==> src/rtl/sdlc_rx_pkg.sv <==
package sdlc_rx_pkg;

  // Classification of one received line bit
  typedef enum logic [1:0] {
    SYM_DATA  = 2'd0,
    SYM_STUFF = 2'd1,
    SYM_FLAG  = 2'd2,
    SYM_ABORT = 2'd3
  } sym_e;

endpackage

==> src/rtl/sdlc_rx_linedec.sv <==
module sdlc_rx_linedec
  import sdlc_rx_pkg::*;
#(
  parameter int STUFF_RUN = 5
) (
  input  logic clk,
  input  logic rst_n,
  input  logic bit_en,
  input  logic bit_in,
  output sym_e sym
);

  localparam int FLAG_RUN  = STUFF_RUN + 1;
  localparam int ABORT_RUN = STUFF_RUN + 2;
  localparam int CNT_W     = $clog2(ABORT_RUN + 1);

  logic [CNT_W-1:0] ones_q, ones_d;

  always_comb begin
    ones_d = ones_q;
    sym    = SYM_DATA;
    if (bit_in) begin
      if (ones_q >= CNT_W'(FLAG_RUN)) sym = SYM_ABORT;
      if (ones_q != CNT_W'(ABORT_RUN)) ones_d = ones_q + CNT_W'(1);
    end else begin
      if (ones_q == CNT_W'(FLAG_RUN))       sym = SYM_FLAG;
      else if (ones_q == CNT_W'(STUFF_RUN)) sym = SYM_STUFF;
      ones_d = '0;
    end
  end

  always_ff @(posedge clk or negedge rst_n) begin
    if (!rst_n)      ones_q <= '0;
    else if (bit_en) ones_q <= ones_d;
  end

  AST_STUFF_RESETS_RUN: assert property (@(posedge clk) disable iff (!rst_n)
    (bit_en && sym == SYM_STUFF) |=> (ones_q == '0));

endmodule

==> src/rtl/sdlc_rx_framer.sv <==
module sdlc_rx_framer
  import sdlc_rx_pkg::*;
#(
  parameter int DATA_W = 8,
  parameter int FLAG_W = 8,
  parameter int RESID  = 2
) (
  input  logic              clk,
  input  logic              rst_n,
  input  logic              bit_en,
  input  logic              bit_in,
  input  sym_e              sym,
  input  logic              sdlc_mode,
  output logic              push,
  output logic [DATA_W-1:0] push_data,
  output logic              push_eof
);

  localparam int HOLD_W = FLAG_W - 1 + RESID;
  localparam int HCNT_W = $clog2(HOLD_W + 1);
  localparam int BCNT_W = $clog2(DATA_W);

  logic              in_frame_q, in_frame_d;
  logic [HOLD_W-1:0] hold_q, hold_d;
  logic [HCNT_W-1:0] hcnt_q, hcnt_d;
  logic [DATA_W-1:0] asm_q, asm_d, asm_nxt, fin;
  logic [BCNT_W-1:0] bcnt_q, bcnt_d;
  int                resid_n;

  always_comb begin
    in_frame_d = in_frame_q;
    hold_d     = hold_q;
    hcnt_d     = hcnt_q;
    asm_d      = asm_q;
    bcnt_d     = bcnt_q;
    asm_nxt    = asm_q;
    push       = 1'b0;
    push_data  = '0;
    push_eof   = 1'b0;
    resid_n    = int'(hcnt_q) - (FLAG_W - 1);
    fin        = asm_q;
    if (sdlc_mode) begin
      for (int i = 0; i < RESID; i++) begin
        if (i < resid_n && int'(bcnt_q) + i < DATA_W)
          fin[int'(bcnt_q) + i] = hold_q[FLAG_W - 2 + resid_n - i];
      end
    end
    if (bit_en) begin
      case (sym)
        SYM_FLAG: begin
          if (in_frame_q && resid_n > 0) begin
            push      = 1'b1;
            push_data = fin;
            push_eof  = 1'b1;
          end
          in_frame_d = 1'b1;
          hold_d     = '0;
          hcnt_d     = '0;
          asm_d      = '0;
          bcnt_d     = '0;
        end
        SYM_ABORT: begin
          in_frame_d = 1'b0;
          hold_d     = '0;
          hcnt_d     = '0;
          asm_d      = '0;
          bcnt_d     = '0;
        end
        SYM_DATA: begin
          if (in_frame_q) begin
            hold_d = {hold_q[HOLD_W-2:0], bit_in};
            if (hcnt_q == HCNT_W'(HOLD_W)) begin
              asm_nxt[bcnt_q] = hold_q[HOLD_W-1];
              if (bcnt_q == BCNT_W'(DATA_W - 1)) begin
                push      = 1'b1;
                push_data = asm_nxt;
                asm_d     = '0;
                bcnt_d    = '0;
              end else begin
                asm_d  = asm_nxt;
                bcnt_d = bcnt_q + BCNT_W'(1);
              end
            end else begin
              hcnt_d = hcnt_q + HCNT_W'(1);
            end
          end
        end
        default: ;
      endcase
    end
  end

  always_ff @(posedge clk or negedge rst_n) begin
    if (!rst_n) begin
      in_frame_q <= 1'b0;
      hold_q     <= '0;
      hcnt_q     <= '0;
      asm_q      <= '0;
      bcnt_q     <= '0;
    end else if (bit_en) begin
      in_frame_q <= in_frame_d;
      hold_q     <= hold_d;
      hcnt_q     <= hcnt_d;
      asm_q      <= asm_d;
      bcnt_q     <= bcnt_d;
    end
  end

  AST_HUNT_SILENT: assert property (@(posedge clk) disable iff (!rst_n)
    !in_frame_q |-> !push);

  AST_SDLC_CLOSE_EOF: assert property (@(posedge clk) disable iff (!rst_n)
    (bit_en && sym == SYM_FLAG && in_frame_q && sdlc_mode && hcnt_q == HCNT_W'(HOLD_W))
      |-> (push && push_eof));

  AST_SYNC_DROPS_RESID: assert property (@(posedge clk) disable iff (!rst_n)
    (bit_en && sym == SYM_FLAG && in_frame_q && !sdlc_mode && hcnt_q == HCNT_W'(HOLD_W)
      && bcnt_q == BCNT_W'(DATA_W - RESID))
      |-> (push && push_data[DATA_W-1 -: RESID] == '0));

  AST_ABORT_HUNTS: assert property (@(posedge clk) disable iff (!rst_n)
    (bit_en && sym == SYM_ABORT) |=> !in_frame_q);

  AST_MID_OCTET_NO_EOF: assert property (@(posedge clk) disable iff (!rst_n)
    (bit_en && sym == SYM_DATA && push) |-> !push_eof);

endmodule

==> src/rtl/sdlc_rx_fifo.sv <==
module sdlc_rx_fifo #(
  parameter int DATA_W = 8,
  parameter int DEPTH  = 4
) (
  input  logic              clk,
  input  logic              rst_n,
  input  logic              push,
  input  logic [DATA_W-1:0] push_data,
  input  logic              push_eof,
  input  logic              pop,
  output logic              head_valid,
  output logic [DATA_W-1:0] head_data,
  output logic              head_eof,
  output logic              overrun
);

  localparam int PTR_W = (DEPTH > 1) ? $clog2(DEPTH) : 1;
  localparam int CNT_W = $clog2(DEPTH + 1);

  logic [DATA_W:0]   mem [DEPTH];
  logic [PTR_W-1:0]  wr_ptr_q, wr_ptr_d, rd_ptr_q, rd_ptr_d;
  logic [CNT_W-1:0]  cnt_q, cnt_d;
  logic              ovr_q, ovr_d;
  logic              full, pop_ok, accept, drop;

  function automatic logic [PTR_W-1:0] ptr_inc(input logic [PTR_W-1:0] p);
    return (p == PTR_W'(DEPTH - 1)) ? '0 : p + PTR_W'(1);
  endfunction

  always_comb begin
    full     = (cnt_q == CNT_W'(DEPTH));
    pop_ok   = pop && (cnt_q != '0);
    accept   = push && (!full || pop_ok);
    drop     = push && !accept;
    wr_ptr_d = accept ? ptr_inc(wr_ptr_q) : wr_ptr_q;
    rd_ptr_d = pop_ok ? ptr_inc(rd_ptr_q) : rd_ptr_q;
    cnt_d    = cnt_q;
    if (accept && !pop_ok)      cnt_d = cnt_q + CNT_W'(1);
    else if (!accept && pop_ok) cnt_d = cnt_q - CNT_W'(1);
    ovr_d = drop ? 1'b1 : (pop_ok ? 1'b0 : ovr_q);
  end

  always_ff @(posedge clk or negedge rst_n) begin
    if (!rst_n) begin
      wr_ptr_q <= '0;
      rd_ptr_q <= '0;
      cnt_q    <= '0;
      ovr_q    <= 1'b0;
    end else begin
      wr_ptr_q <= wr_ptr_d;
      rd_ptr_q <= rd_ptr_d;
      cnt_q    <= cnt_d;
      ovr_q    <= ovr_d;
    end
  end

  always_ff @(posedge clk) begin
    if (accept) mem[wr_ptr_q] <= {push_eof, push_data};
  end

  assign head_valid = (cnt_q != '0);
  assign head_data  = mem[rd_ptr_q][DATA_W-1:0];
  assign head_eof   = mem[rd_ptr_q][DATA_W];
  assign overrun    = ovr_q;

  AST_NO_OVERFLOW: assert property (@(posedge clk) disable iff (!rst_n)
    (push && full && !pop) |=> (overrun && cnt_q == CNT_W'(DEPTH)));

  AST_POP_CLEARS_OVR: assert property (@(posedge clk) disable iff (!rst_n)
    (pop && head_valid && !push) |=> !overrun);

  AST_IDLE_STABLE: assert property (@(posedge clk) disable iff (!rst_n)
    (!push && !pop) |=> $stable(cnt_q));

  AST_COUNT_BOUND: assert property (@(posedge clk) disable iff (!rst_n)
    cnt_q <= CNT_W'(DEPTH));

endmodule

==> src/rtl/sdlc_rx_capture.sv <==
module sdlc_rx_capture
  import sdlc_rx_pkg::*;
#(
  parameter int DATA_W    = 8,
  parameter int DEPTH     = 4,
  parameter int STUFF_RUN = 5,
  parameter int RESID     = 2
) (
  input  logic              clk,
  input  logic              rst_n,
  input  logic              rx_en,
  input  logic              rxd,
  input  logic              sdlc_mode,
  input  logic              rd_en,
  output logic              rd_valid,
  output logic [DATA_W-1:0] rd_data,
  output logic              rd_eof,
  output logic              overrun
);

  localparam int FLAG_W = STUFF_RUN + 3;

  logic [1:0]        rst_sync_q;
  logic              rst_ns;
  sym_e              sym;
  logic              push, push_eof;
  logic [DATA_W-1:0] push_data;

  always_ff @(posedge clk or negedge rst_n) begin
    if (!rst_n) rst_sync_q <= 2'b00;
    else        rst_sync_q <= {rst_sync_q[0], 1'b1};
  end
  assign rst_ns = rst_sync_q[1];

  sdlc_rx_linedec #(.STUFF_RUN(STUFF_RUN)) u_linedec (
    .clk    (clk),
    .rst_n  (rst_ns),
    .bit_en (rx_en),
    .bit_in (rxd),
    .sym    (sym)
  );

  sdlc_rx_framer #(.DATA_W(DATA_W), .FLAG_W(FLAG_W), .RESID(RESID)) u_framer (
    .clk       (clk),
    .rst_n     (rst_ns),
    .bit_en    (rx_en),
    .bit_in    (rxd),
    .sym       (sym),
    .sdlc_mode (sdlc_mode),
    .push      (push),
    .push_data (push_data),
    .push_eof  (push_eof)
  );

  sdlc_rx_fifo #(.DATA_W(DATA_W), .DEPTH(DEPTH)) u_fifo (
    .clk        (clk),
    .rst_n      (rst_ns),
    .push       (push),
    .push_data  (push_data),
    .push_eof   (push_eof),
    .pop        (rd_en),
    .head_valid (rd_valid),
    .head_data  (rd_data),
    .head_eof   (rd_eof),
    .overrun    (overrun)
  );

endmodule

==> config.mk <==
export PLATFORM = sky130hd
export DESIGN_NAME = sdlc_rx_capture
export DESIGN_NICKNAME = d
export VERILOG_FILES = /design/src/rtl/sdlc_rx_pkg.sv /design/src/rtl/sdlc_rx_linedec.sv /design/src/rtl/sdlc_rx_framer.sv /design/src/rtl/sdlc_rx_fifo.sv /design/src/rtl/sdlc_rx_capture.sv
export SDC_FILE = /design/constraint.sdc
export NUM_CORES = 1
export LEC_CHECK = 0
export BUFFER_PORTS_ARGS = -buffer_cell sky130_fd_sc_hd__buf_2
export CORE_UTILIZATION = 55
export CTS_CLUSTER_SIZE = 28
export DETAILED_ROUTE_END_ITERATION = 16
export PLACE_DENSITY = 0.68
export SYNTH_ARGS = -nofsm -noshare
export SYNTH_HDL_FRONTEND = slang
export SYNTH_SLANG_ARGS = --single-unit
==> constraint.sdc <==
create_clock -name clk -period 4.5 [get_ports clk]
set_input_delay 0.675 -clock clk [delete_from_list [all_inputs] [get_ports clk]]
set_output_delay 0.675 -clock clk [all_outputs]
set_load 0.005 [all_outputs]
==> parameters.txt, run 1 <==
Parameter                              Value

Outcome
  Result of the run    completed

Floorplan
  Starting density of the core    0.580
  Row cnt    31
  Die Height    90.4 um
  Core region area    7410 um^2
  DIE AREA    around 8000 um^2
  Horizontal die dimension    90.4 um
  Count of pins on the block boundary    17

STA
  Top achievable clock speed    272 MHz
  Max-slew violation total from the final report    0
  Number of hold violations in the final report    0
  Share of the clock period used by the worst path    0.816
  Total negative setup slack    0 ns
  Setup violators final    0
  Worst slew slack as a fraction of its limit    0.441
  Min cycle time layout    3.67 ns
  Post-Route Skew    0.0112 ns
  Measured slew at the worst slew-check pin    0.830 ns
  Tightest hold margin    0.0760 ns
  RSZ-0062 raised after global routing    false

Clocking
  # H-tree levels    3
  Worst-path clk slew    about 0.090 ns
  Quantity of hold-fixing buffers added after cts    0
  Clock latency of the later-clocked register in the worst-skew pair    0.36 ns
  Number of buffers inserted during clock tree synthesis    9
  Clock tree from TritonCTS    yes
  Maximum count of clock buffers along a single path    2
  Number of sinks on the clock net    74
  Total of cells resized after clock tree synthesis    0
  Root cell of the clock tree    clkbuf_8
  Setup Buffers After CTS    0

Placed design
  PortBufs    16
  Routability congestion estimate from global placement    ~0.81
  Cell total after placement    500
  Dpl hpwl    6.23 mm

Power
  Combinational group share of total power    0.156
  Worst supply voltage drop on vdd    193 uV
  Share of total power in sequential cells    0.498
  Sum of internal, switching and leakage power    1.59 mW
  Internal power contribution    approximately 1.1 mW
  Clock Power Share    0.346
  Leakage power    1.88 nW
  Pwr per Cell Area    between 300 and 400 nW/um^2
  Power spent charging and discharging nets    between 0.4 and 0.5 mW
  Switch share    0.306

Finish
  Number of non-filler instances in the completed layout    516
  NumNets Final    ~440
  Commonest non-fill, non-tap cell in the layout    o21ai_0
  Layout-stage area growth over the synthesis result    8.07%
  Fraction of final layout cells with drive strength greater than 1    0.153
  Highest-count cells in the layout ignoring fill and taps    o21ai_0, dfrtp_1, nand2_1, edfxtp_1, inv_1
  Finished Core Util    0.626
  Diode insertion count for antenna repair    0

Synthesis
  Seq/Total Area, Yosys    0.473
  Most area-hungry cell type in the Yosys netlist    edfxtp_1
  Synthesized-area fraction occupied by ao, oa, aoi and oai cells    0.155
  Share of the synthesized area in the top cell type    0.252
  Syn avg cell area    10.7 um^2
  Number of enable flip-flop cells after synthesis    36
  Top cells by area in the synthesized netlist    edfxtp_1, dfrtp_1, ha_1, mux4_2, o21ai_0
  Cell variety after synth    67
  Mux contribution to synthesized area    0.0970
  Post-synthesis adder-cell area fraction    0.0600
  Fraction of synthesis flops using an asynchronous set or reset pin    0.514
  Main combinational cell family by area after synthesis    compound AO/OA/AOI/OAI gates
  Number of register bits inferred by synthesis    74
  Post-Syn Area    4290 um^2
  Synth Instances    between 400 and 500
  Area share of and/or/nand/nor cells after synthesis    0.152
  Synth Area in XOR/XNOR    0.0181
  Count of warnings emitted by yosys    0
  Prevailing post-synth register cell    dfrtp_1
  Number of nets in the synthesized netlist    around 430

Drt
  Number of search-and-repair iterations in the first detailed-routing pass    6
  Residual DRC count    0
  DRC marker count from the first detailed-route iteration    268
  Routed via count    3,176
  Drt total wl    8.96 mm
  DR vias/cell    6.16
  Average detailed-routed wire length per instance    17.4 um
  Routed Antenna Nets    0

Global route
  Global routing usage summed across all routing layers    0.241
  Wire length of the first global-routing pass    15.3 mm
  Largest net degree at the start of global routing    31
  Initial antenna violation count    0
  Via count of the first global-routing pass    3,072
  Grt ovf    0

Worst setup path
  Largest fanout of any net on the critical path    19
  Worst EP arrival    3.96 ns
  Delay contributed by the slowest stage of the critical path    approximately 0.67 ns
  Crit end category    flip-flop
  Slowest library cell on the worst path    dfrtp_1
  Cells along the critical path    ha_1, nand2_1, a311oi_1, or3_1, nand2_1, a211oi_2, ha_1, inv_1, fa_1, xor2_1, nor2_1, xor2_1
  CP Class    flip-flop to flip-flop
  Kind of launch point of the worst setup path    flip-flop
  Launching point of the worst reg2reg path    u_framer.hcnt_q[0]
  Critical path capture point    u_fifo.cnt_q[2]
  Reg2Reg Capture Point    u_fifo.cnt_q[2]
  Slack of the worst reg-to-reg path    just over 0.8 ns
  Data required time at the worst endpoint    4.79 ns
  Cell count of the worst reg-to-reg path    12
  Beginning of the critical path    u_framer.hcnt_q[0]

Worst hold path
  Hold Path Class    input pin to asynchronous set/reset pin

Run
  Maximum Capacitance Violations    0
## power groups by stage
stage / Combinational [mW] / Sequential [mW] / Clock (mW)
floorplan: 0.206 / 0.782 / 0
global placement: 0.239 / 0.804 / 0
detailed placement: 0.245 / 0.805 / 0
CTS: 0.247 / 0.791 / 0.565
global route: 0.279 / 0.799 / 0.591
finish: 0.248 / 0.792 / 0.551
## flip-flops by register name, summed over array words and instances (netlist names)
| signal | flops |
|---|---|
| u_fifo.mem | 36 |
| u_framer.hold_q | 9 |
| u_framer.asm_q | 8 |
| u_framer.hcnt_q | 4 |
| u_fifo.cnt_q | 3 |
| u_framer.bcnt_q | 3 |
| u_linedec.ones_q | 3 |
| rst_sync_q | 2 |
| u_fifo.rd_ptr_q | 2 |
| u_fifo.wr_ptr_q | 2 |
| u_fifo.overrun | 1 |
| u_framer.in_frame_q | 1 |
## routing by layer
layer,up-vias,track usage,share of wire
met5,-,0,0
met4,0,0.109,0.024
met3,18,0.0328,0.038
met2,79,0.384,0.49
met1,1571,0.329,0.45
li1,1508,-,-
## worst min path at each step
| stage | slack (ns) | endpoint | cells after the start |
|---|---|---|---|
| 6_report | 0.08 | rst_sync_q[1] | 1 |
| 5_1_grt | 0.07 | rst_sync_q[1] | 1 |
| 4_1_cts | 0.06 | rst_sync_q[1] | 1 |
| 3_5_place_dp | 0.13 | u_fifo.cnt_q[0] | 0 |
| 3_3_place_gp | 0.11 | u_fifo.cnt_q[0] | 0 |
| 2_1_floorplan | 0.33 | rst_sync_q[1] | 0 |
## synth_stat cells, types with 2 or more instances
master	number
o21ai_0	40
dfrtp_1	38
edfxtp_1	36
nand2_1	36
inv_1	25
nor2_1	24
ha_1	19
a21oi_1	18
nand3_1	18
clkbuf_1	16
mux2i_1	11
mux4_2	9
mux2_2	7
and2_1	6
nor3b_1	6
nor2b_1	5
a311o_1	4
a311oi_1	4
buf_2	4
o22ai_1	4
xnor2_1	4
a22o_1	3
and3b_1	3
nand2b_1	3
nand3b_1	3
or3_1	3
xor2_1	3
a21bo_2	2
a21boi_0	2
a221oi_2	2
a31oi_1	2
a32oi_1	2
a41oi_1	2
and4_1	2
nand4_1	2
nor3_1	2
o211a_1	2
o31ai_1	2
## critical path, delay by kind of cell, from the launching register on
kind,cells,cell delay (ns)
adders and majority gates,3,0.98
and+or+nand+nor,4,0.81
AOI/OAI and AO/OA,2,0.75
xor gates and xnor gates,2,0.32
DFF,1,0.67
buffers and inverters,1,0.06
## metrics by stage
step	area (um^2)	setup WS, ns
2_1_floorplan	4290	1.48
3_3_place_gp	4430	0.950
3_5_place_dp	4430	0.871
4_1_cts	4640	0.853
5_1_grt	4640	0.456
6_report	4640	0.830
## layout make-up
| class | instances | area, um^2 |
|---|---|---|
| clock buffer | 9 | 124 |
| clock inverter | 7 | 83.8 |
| fill | 612 | 2770 |
| inverter | 25 | 93.8 |
| multi-input combinational | 282 | 2070 |
| sequential | 74 | 2030 |
| tap | 99 | 124 |
| timing repair buffer | 20 | 110 |
## cell families after synthesis
group	Yosys count
compound gates	101
buf+inv	47
other cells	1
fa+ha+maj	20
xor+xnor	8
simple gates	123
flops	74
mux	29
Note: power is estimated with default switching activity, not from simulation.
==> run 2, diff against run 1 <==
Clock period 4.5 ns to 3.4 ns, I/O delays scaled along.
==> run 2 against run 1 <==
Net effect:
- critical path depth is 3 lower
- critical endpoint is now u_fifo.mem[3][0]
- total power is 33% higher
- via count is 1.0% higher
- die area stayed put
- cell count is 1.9% higher
- core utilization is 1.0 points higher
- sequential power is 30% higher
- register-to-register slack worse by 0.49 ns
- flip-flop and latch count stayed put
- hold slack better by 0.025 ns
- global-route usage is 0.31 points lower
- fmax is 20% higher
==> parameters.txt, run 2 (synthesized netlist as in run 1, its figures left out) <==
Parameter                              Value

Clocking
  Root cell of the clock tree    clkbuf_8
  Maximum count of clock buffers along a single path    2
  Number of sinks on the clock net    74
  Clock latency of the later-clocked register in the worst-skew pair    0.36 ns
  Setup Buffers After CTS    0
  Worst-path clk slew    0.09 ns
  # H-tree levels    3
  Total of cells resized after clock tree synthesis    0
  Number of buffers inserted during clock tree synthesis    9
  Clock tree from TritonCTS    yes

Finish
  Register with the highest flop count    u_fifo.mem
  Highest-count cells in the layout ignoring fill and taps    o21ai_0, dfrtp_1, nand2_1, edfxtp_1, inv_1
  Commonest non-fill, non-tap cell in the layout    o21ai_0
  Layout-stage area growth over the synthesis result    9.88%
  NumNets Final    448
  Largest register FFs    36
  Leading registers by flop count    u_fifo.mem (36), u_framer.hold_q (9), u_framer.asm_q (8)
  Fraction of final layout cells with drive strength greater than 1    0.171
  Number of non-filler instances in the completed layout    526
  Diode insertion count for antenna repair    0
  Final non-filler cell area    4720 um^2

Placed design
  Area of placed instances    approximately 4500 um^2
  Cell total after placement    509
  PortBufs    16
  Dpl hpwl    between 6 and 7 mm
  Routability congestion estimate from global placement    between 0.8 and 0.9

Floorplan
  Count of pins on the block boundary    17
  Horizontal die dimension    90.4 um
  Row cnt    31
  Die Height    90.4 um
  Core region area    between 7000 and 8000 um^2
  Starting density of the core    0.580
  DIE AREA    8160 um^2

Run
  Maximum Capacitance Violations    0

STA
  Number of hold violations in the final report    0
  RSZ-0062 raised after global routing    false
  Measured slew at the worst slew-check pin    between 0.7 and 0.8 ns
  Total negative setup slack    0 ns
  Setup violators final    0
  Max-slew violation total from the final report    0
  Share of the clock period used by the worst path    0.900
  Worst slew slack as a fraction of its limit    0.482
  Post-Route Skew    0.00857 ns
  Min cycle time layout    3.06 ns
  Top achievable clock speed    327 MHz

Worst setup path
  Kind of launch point of the worst setup path    flip-flop
  Worst EP arrival    3.22 ns
  WP buf/inv    0
  Slowest library cell on the worst path    mux2i_2
  Crit end category    flip-flop
  Largest fanout of any net on the critical path    8
  Kind of cell adding the most delay to the critical path    compound AO/OA/AOI/OAI gates
  CP Class    flip-flop to flip-flop
  Cells along the critical path    ha_1, xnor2_1, ha_1, nor3b_1, a21oi_1, xnor2_1, mux2i_2, a21oi_1, a221oi_2
  Delay contributed by the slowest stage of the critical path    0.48 ns
  Data required time at the worst endpoint    3.56 ns

Worst hold path
  Hold Path Class    flip-flop to asynchronous set/reset pin

Power
  Combinational group share of total power    0.168
  Power spent charging and discharging nets    roughly 0.64 mW
  Share of total power in sequential cells    0.488
  Clock Power Share    0.344
  Switch share    0.303
  Worst supply voltage drop on vdd    324 uV
  Internal power contribution    approximately 1.5 mW
  Pwr per Cell Area    450 nW/um^2
  Leakage power    1.93 nW

Global route
  Grt ovf    0
  Wire length of the first global-routing pass    15.1 mm
  Via count of the first global-routing pass    approximately 3,100
  Initial antenna violation count    0
  Global routing usage summed across all routing layers    0.238
  Largest net degree at the start of global routing    32

Drt
  DR vias/cell    6.10
  Routed via count    3,209
  Number of search-and-repair iterations in the first detailed-routing pass    5
  Residual DRC count    0
  Average detailed-routed wire length per instance    17.0 um
  Drt total wl    ~8.9 mm
  Routed Antenna Nets    0
  DRC marker count from the first detailed-route iteration    200

Outcome
  Result of the run    completed
-- run 2: changes by cell type in the layout (fill, tap and decap cells not counted), sizes merged --
| cell | delta |
|---|---|
| buf | +9 |
| dlygate4sd3 | +1 |
-- run 2: timing repair --
item,in CTS,in global routing
endpoints found under the hold margin,2,0
endpoints found under the setup margin,0,0
hold buffers,1,0
-- run 2: worst register-to-register path, cell delays in order, from the launching register on --
cell and delay (ns):
dfrtp_1 0.45, ha_1 0.30, xnor2_1 0.34, ha_1 0.25, nor3b_1 0.20, a21oi_1 0.07
xnor2_1 0.21, mux2i_2 0.48, a21oi_1 0.16, a221oi_2 0.38
-- run 2: cell type report --
| cell class | instances | area (um^2) |
|---|---|---|
| Clock buffer | 9 | 124 |
| Clock inverter | 7 | 83.8 |
| Fill cell | 604 | 2690 |
| Inverter | 25 | 93.8 |
| Multi-Input combinational cell | 282 | 2070 |
| Sequential cell | 74 | 2030 |
| Tap cell | 99 | 124 |
| Timing Repair Buffer | 30 | 188 |
-- run 2: final timing paths --
| check | depth (start not counted) | start | endpoint | slack, ns |
|---|---|---|---|---|
| worst min-delay path | 0 | rst_sync_q[1] | u_fifo.cnt_q[0] | 0.10 |
| max in group asynchronous | 1 | rst_sync_q[1] | u_framer.asm_q[5] | 2.62 |
| worst max register to register | 9 | u_framer.hcnt_q[0] | u_fifo.mem[3][0] | 0.34 |
| worst min register to register | 0 | rst_sync_q[1] | u_fifo.cnt_q[0] | 0.10 |
| worst max-delay path | 9 | u_framer.hcnt_q[0] | u_fifo.mem[3][0] | 0.34 |
| min in group clk | 0 | rst_sync_q[0] | rst_sync_q[1] | 0.36 |
-- run 2: layer usage --
metal / part of all wire / up-vias / global-route usage
met5: 0 / - / 0
met4: 0.017 / 0 / 0.0927
met3: 0.050 / 13 / 0.0547
met2: 0.49 / 93 / 0.388
met1: 0.45 / 1569 / 0.308
li1: - / 1534 / -
-- run 2: per-stage QoR --
step	utilization	hold slack (ns)	setup WS (ns)	power (mW)
after CTS	0.637	0.109	0.341	2.13
after global placement	0.607	0.0972	0.517	1.40
after global routing	0.637	0.123	0.0790	2.23
after detailed placement	0.607	0.100	0.368	1.41
final	0.637	0.101	0.339	2.12
after floorplan	-	0.214	0.459	1.31
-- run 2: power groups by stage --
| stage | clock (mW) | combinational (mW) | sequential (mW) |
|---|---|---|---|
| 2_1_floorplan | 0 | 0.272 | 1.03 |
| 3_3_place_gp | 0 | 0.345 | 1.05 |
| 3_5_place_dp | 0 | 0.352 | 1.05 |
| 4_1_cts | 0.745 | 0.355 | 1.04 |
| 5_1_grt | 0.781 | 0.405 | 1.05 |
| 6_report | 0.730 | 0.357 | 1.03 |
==> run 3, diff against run 2 <==
Settings changed: CAP_MARGIN set to 20, CELL_PAD_IN_SITES_DETAIL_PLACEMENT set to 1, CELL_PAD_IN_SITES_GLOBAL_PLACEMENT set to 1, CORE_UTILIZATION 55 to 35, PLACE_DENSITY 0.68 to 0.56.
==> run 3 against run 2 <==
Net effect:
- first-iteration DRC count is 14% lower
- die area is 56% higher
- critical path depth is 1 higher
- clock power is 36% higher
- flip-flop and latch count stayed put
- core utilization is 22 points lower
- combinational power is 25% higher
- final area is 4.5% higher
- critical path type unchanged
- largest power group unchanged
==> parameters.txt, run 3 (synthesized netlist as in run 1, its figures left out) <==
Parameter                              Value

Placed design
  Worst Setup Slack post-DPL    0.219 ns
  Area of placed instances    roughly 4600 um^2
  Dpl hpwl    7.55 mm
  PortBufs    16
  Routability congestion estimate from global placement    0.753

STA
  Setup violators final    0
  Worst Setup Slack, final    roughly 0.36 ns
  Max-slew violation total from the final report    0
  Share of the clock period used by the worst path    0.894
  Number of hold violations in the final report    0
  RSZ-0062 raised after global routing    false
  Top achievable clock speed    329 MHz
  Worst slew slack as a fraction of its limit    0.476
  Total negative setup slack    0 ns
  Min cycle time layout    3.04 ns
  Measured slew at the worst slew-check pin    0.780 ns
  Post-Route Skew    0.00715 ns

Floorplan
  Starting density of the core    0.359
  Count of pins on the block boundary    17
  DIE AREA    12,700 um^2
  Core region area    12,000 um^2
  Row cnt    40
  Horizontal die dimension    ~110 um
  Die Height    113 um

Finish
  Highest-count cells in the layout ignoring fill and taps    o21ai_0, dfrtp_1, nand2_1, edfxtp_1, inv_1
  Diode insertion count for antenna repair    0
  Multi-input gate area    2090 um^2
  Layout-stage area growth over the synthesis result    14.8%
  NumNets Final    451
  Commonest non-fill, non-tap cell in the layout    o21ai_0
  Fraction of final layout cells with drive strength greater than 1    0.179
  Final non-filler cell area    4930 um^2
  Leading registers by flop count    u_fifo.mem (36), u_framer.hold_q (9), u_framer.asm_q (8)
  Area used by sequential logic in the layout    2030 um^2
  Finished Core Util    0.412
  FILL cells    1,316
  Largest register FFs    36
  Register with the highest flop count    u_fifo.mem

Worst setup path
  Worst EP arrival    3.15 ns
  Kind of launch point of the worst setup path    flip-flop
  Slowest library cell on the worst path    dfrtp_1
  Delay contributed by the slowest stage of the critical path    0.44 ns
  Cells along the critical path    ha_1, xnor2_2, ha_1, nor3b_1, a21oi_1, xnor2_1, mux2i_4, buf_12, a311oi_1, a21oi_1
  Largest fanout of any net on the critical path    6
  Crit end category    flip-flop
  Launching point of the worst reg2reg path    u_framer.hcnt_q[1]
  Beginning of the critical path    u_framer.hcnt_q[1]
  Data required time at the worst endpoint    3.51 ns
  CP Class    flip-flop to flip-flop

Drt
  Residual DRC count    0
  Routed via count    3,179
  DR vias/cell    5.51
  Drt total wl    10.5 mm
  Routed length on met2    5.16 mm
  Detailed-routing wirelength on met1    5.00 mm
  DRC marker count from the first detailed-route iteration    173
  Top layer used by detailed routing    met4
  Routed Antenna Nets    0
  Number of search-and-repair iterations in the first detailed-routing pass    4
  Average detailed-routed wire length per instance    18.2 um
  Met3 wire length    190 um

Global route
  Initial antenna violation count    0
  Global routing usage summed across all routing layers    0.188
  Largest net degree at the start of global routing    29
  Grt ovf    0
  Wire length of the first global-routing pass    between 15 and 20 mm
  Via count of the first global-routing pass    3,458

Clocking
  Root cell of the clock tree    clkbuf_16
  Worst-path clk slew    around 0.060 ns
  Number of buffers inserted during clock tree synthesis    9
  # H-tree levels    3
  Clock tree from TritonCTS    yes
  Number of sinks on the clock net    74
  Maximum count of clock buffers along a single path    2
  Clock latency of the later-clocked register in the worst-skew pair    0.34 ns

Power
  Worst supply voltage drop on vdd    284 uV
  Sum of internal, switching and leakage power    2.48 mW
  Leakage power    1.99 nW
  Pwr per Cell Area    503 nW/um^2

Run
  Maximum Capacitance Violations    0

Outcome
  Result of the run    completed

Worst hold path
  Hold Path Class    flip-flop to asynchronous set/reset pin
==> run 3: worst max-delay path: cells and delay by family, from the launching register on <==
kind | cells | cell delay [ns]
flip-flops | 1 | 0.44
buffers and inverters | 1 | 0.15
adder cells (fa/ha/maj) | 2 | 0.54
AO/OA/AOI/OAI | 3 | 0.50
multiplexers | 1 | 0.38
XOR/XNOR | 2 | 0.55
AND/OR/NAND/NOR | 1 | 0.24
==> run 3: final timing paths <==
path / end / slack, ns / cells after the start
min in group clk: rst_sync_q[1] / 0.35 / 0
min: u_fifo.cnt_q[0] / 0.16 / 0
min reg2reg: u_fifo.cnt_q[0] / 0.16 / 0
max in group asynchronous: u_framer.asm_q[5] / 2.49 / 1
max reg2reg: u_fifo.mem[1][3] / 0.36 / 10
max: u_fifo.mem[1][3] / 0.36 / 10
==> run 3: power breakdown <==
group	internal (mW)	switching, mW	total (mW)	leakage, nW
Sequential	0.977	0.0623	1.04	0.820
Clock	0.580	0.415	0.995	0.147
Combinational	0.202	0.244	0.446	1.03
Total	1.76	0.721	2.48	1.99
==> run 3: final cells by class <==
| cell class | instances | share of cell area |
|---|---|---|
| multi-input cells | 282 | 0.424 |
| inverters | 25 | 0.0190 |
| clock inverters | 7 | 0.0165 |
| clock buffers | 9 | 0.0457 |
| repair buffers | 33 | 0.0452 |
| well taps | 147 | 0.0373 |
| flip-flops and latches | 74 | 0.412 |
==> run 3: what timing repair did <==
action / CTS / global route
setup endpoints to repair: 0 / 28
hold endpoints to repair: 2 / 0
hold buffers: 1 / 0
resized for setup: 0 / 2
buffers inserted: 0 / 1
==> run 3: per-layer routing <==
layer / up-vias / track usage
met1: 1601 / 0.245
met5: - / 0
met4: 0 / 0.0720
met2: 28 / 0.315
li1: 1536 / -
met3: 14 / 0.0316
==> run 3: per-stage QoR <==
stage          std cells  hold slack, ns
5_1_grt              577           0.188
2_1_floorplan        403           0.214
4_1_cts              576           0.164
6_report             577           0.155
3_3_place_gp         559           0.154
3_5_place_dp         559           0.158
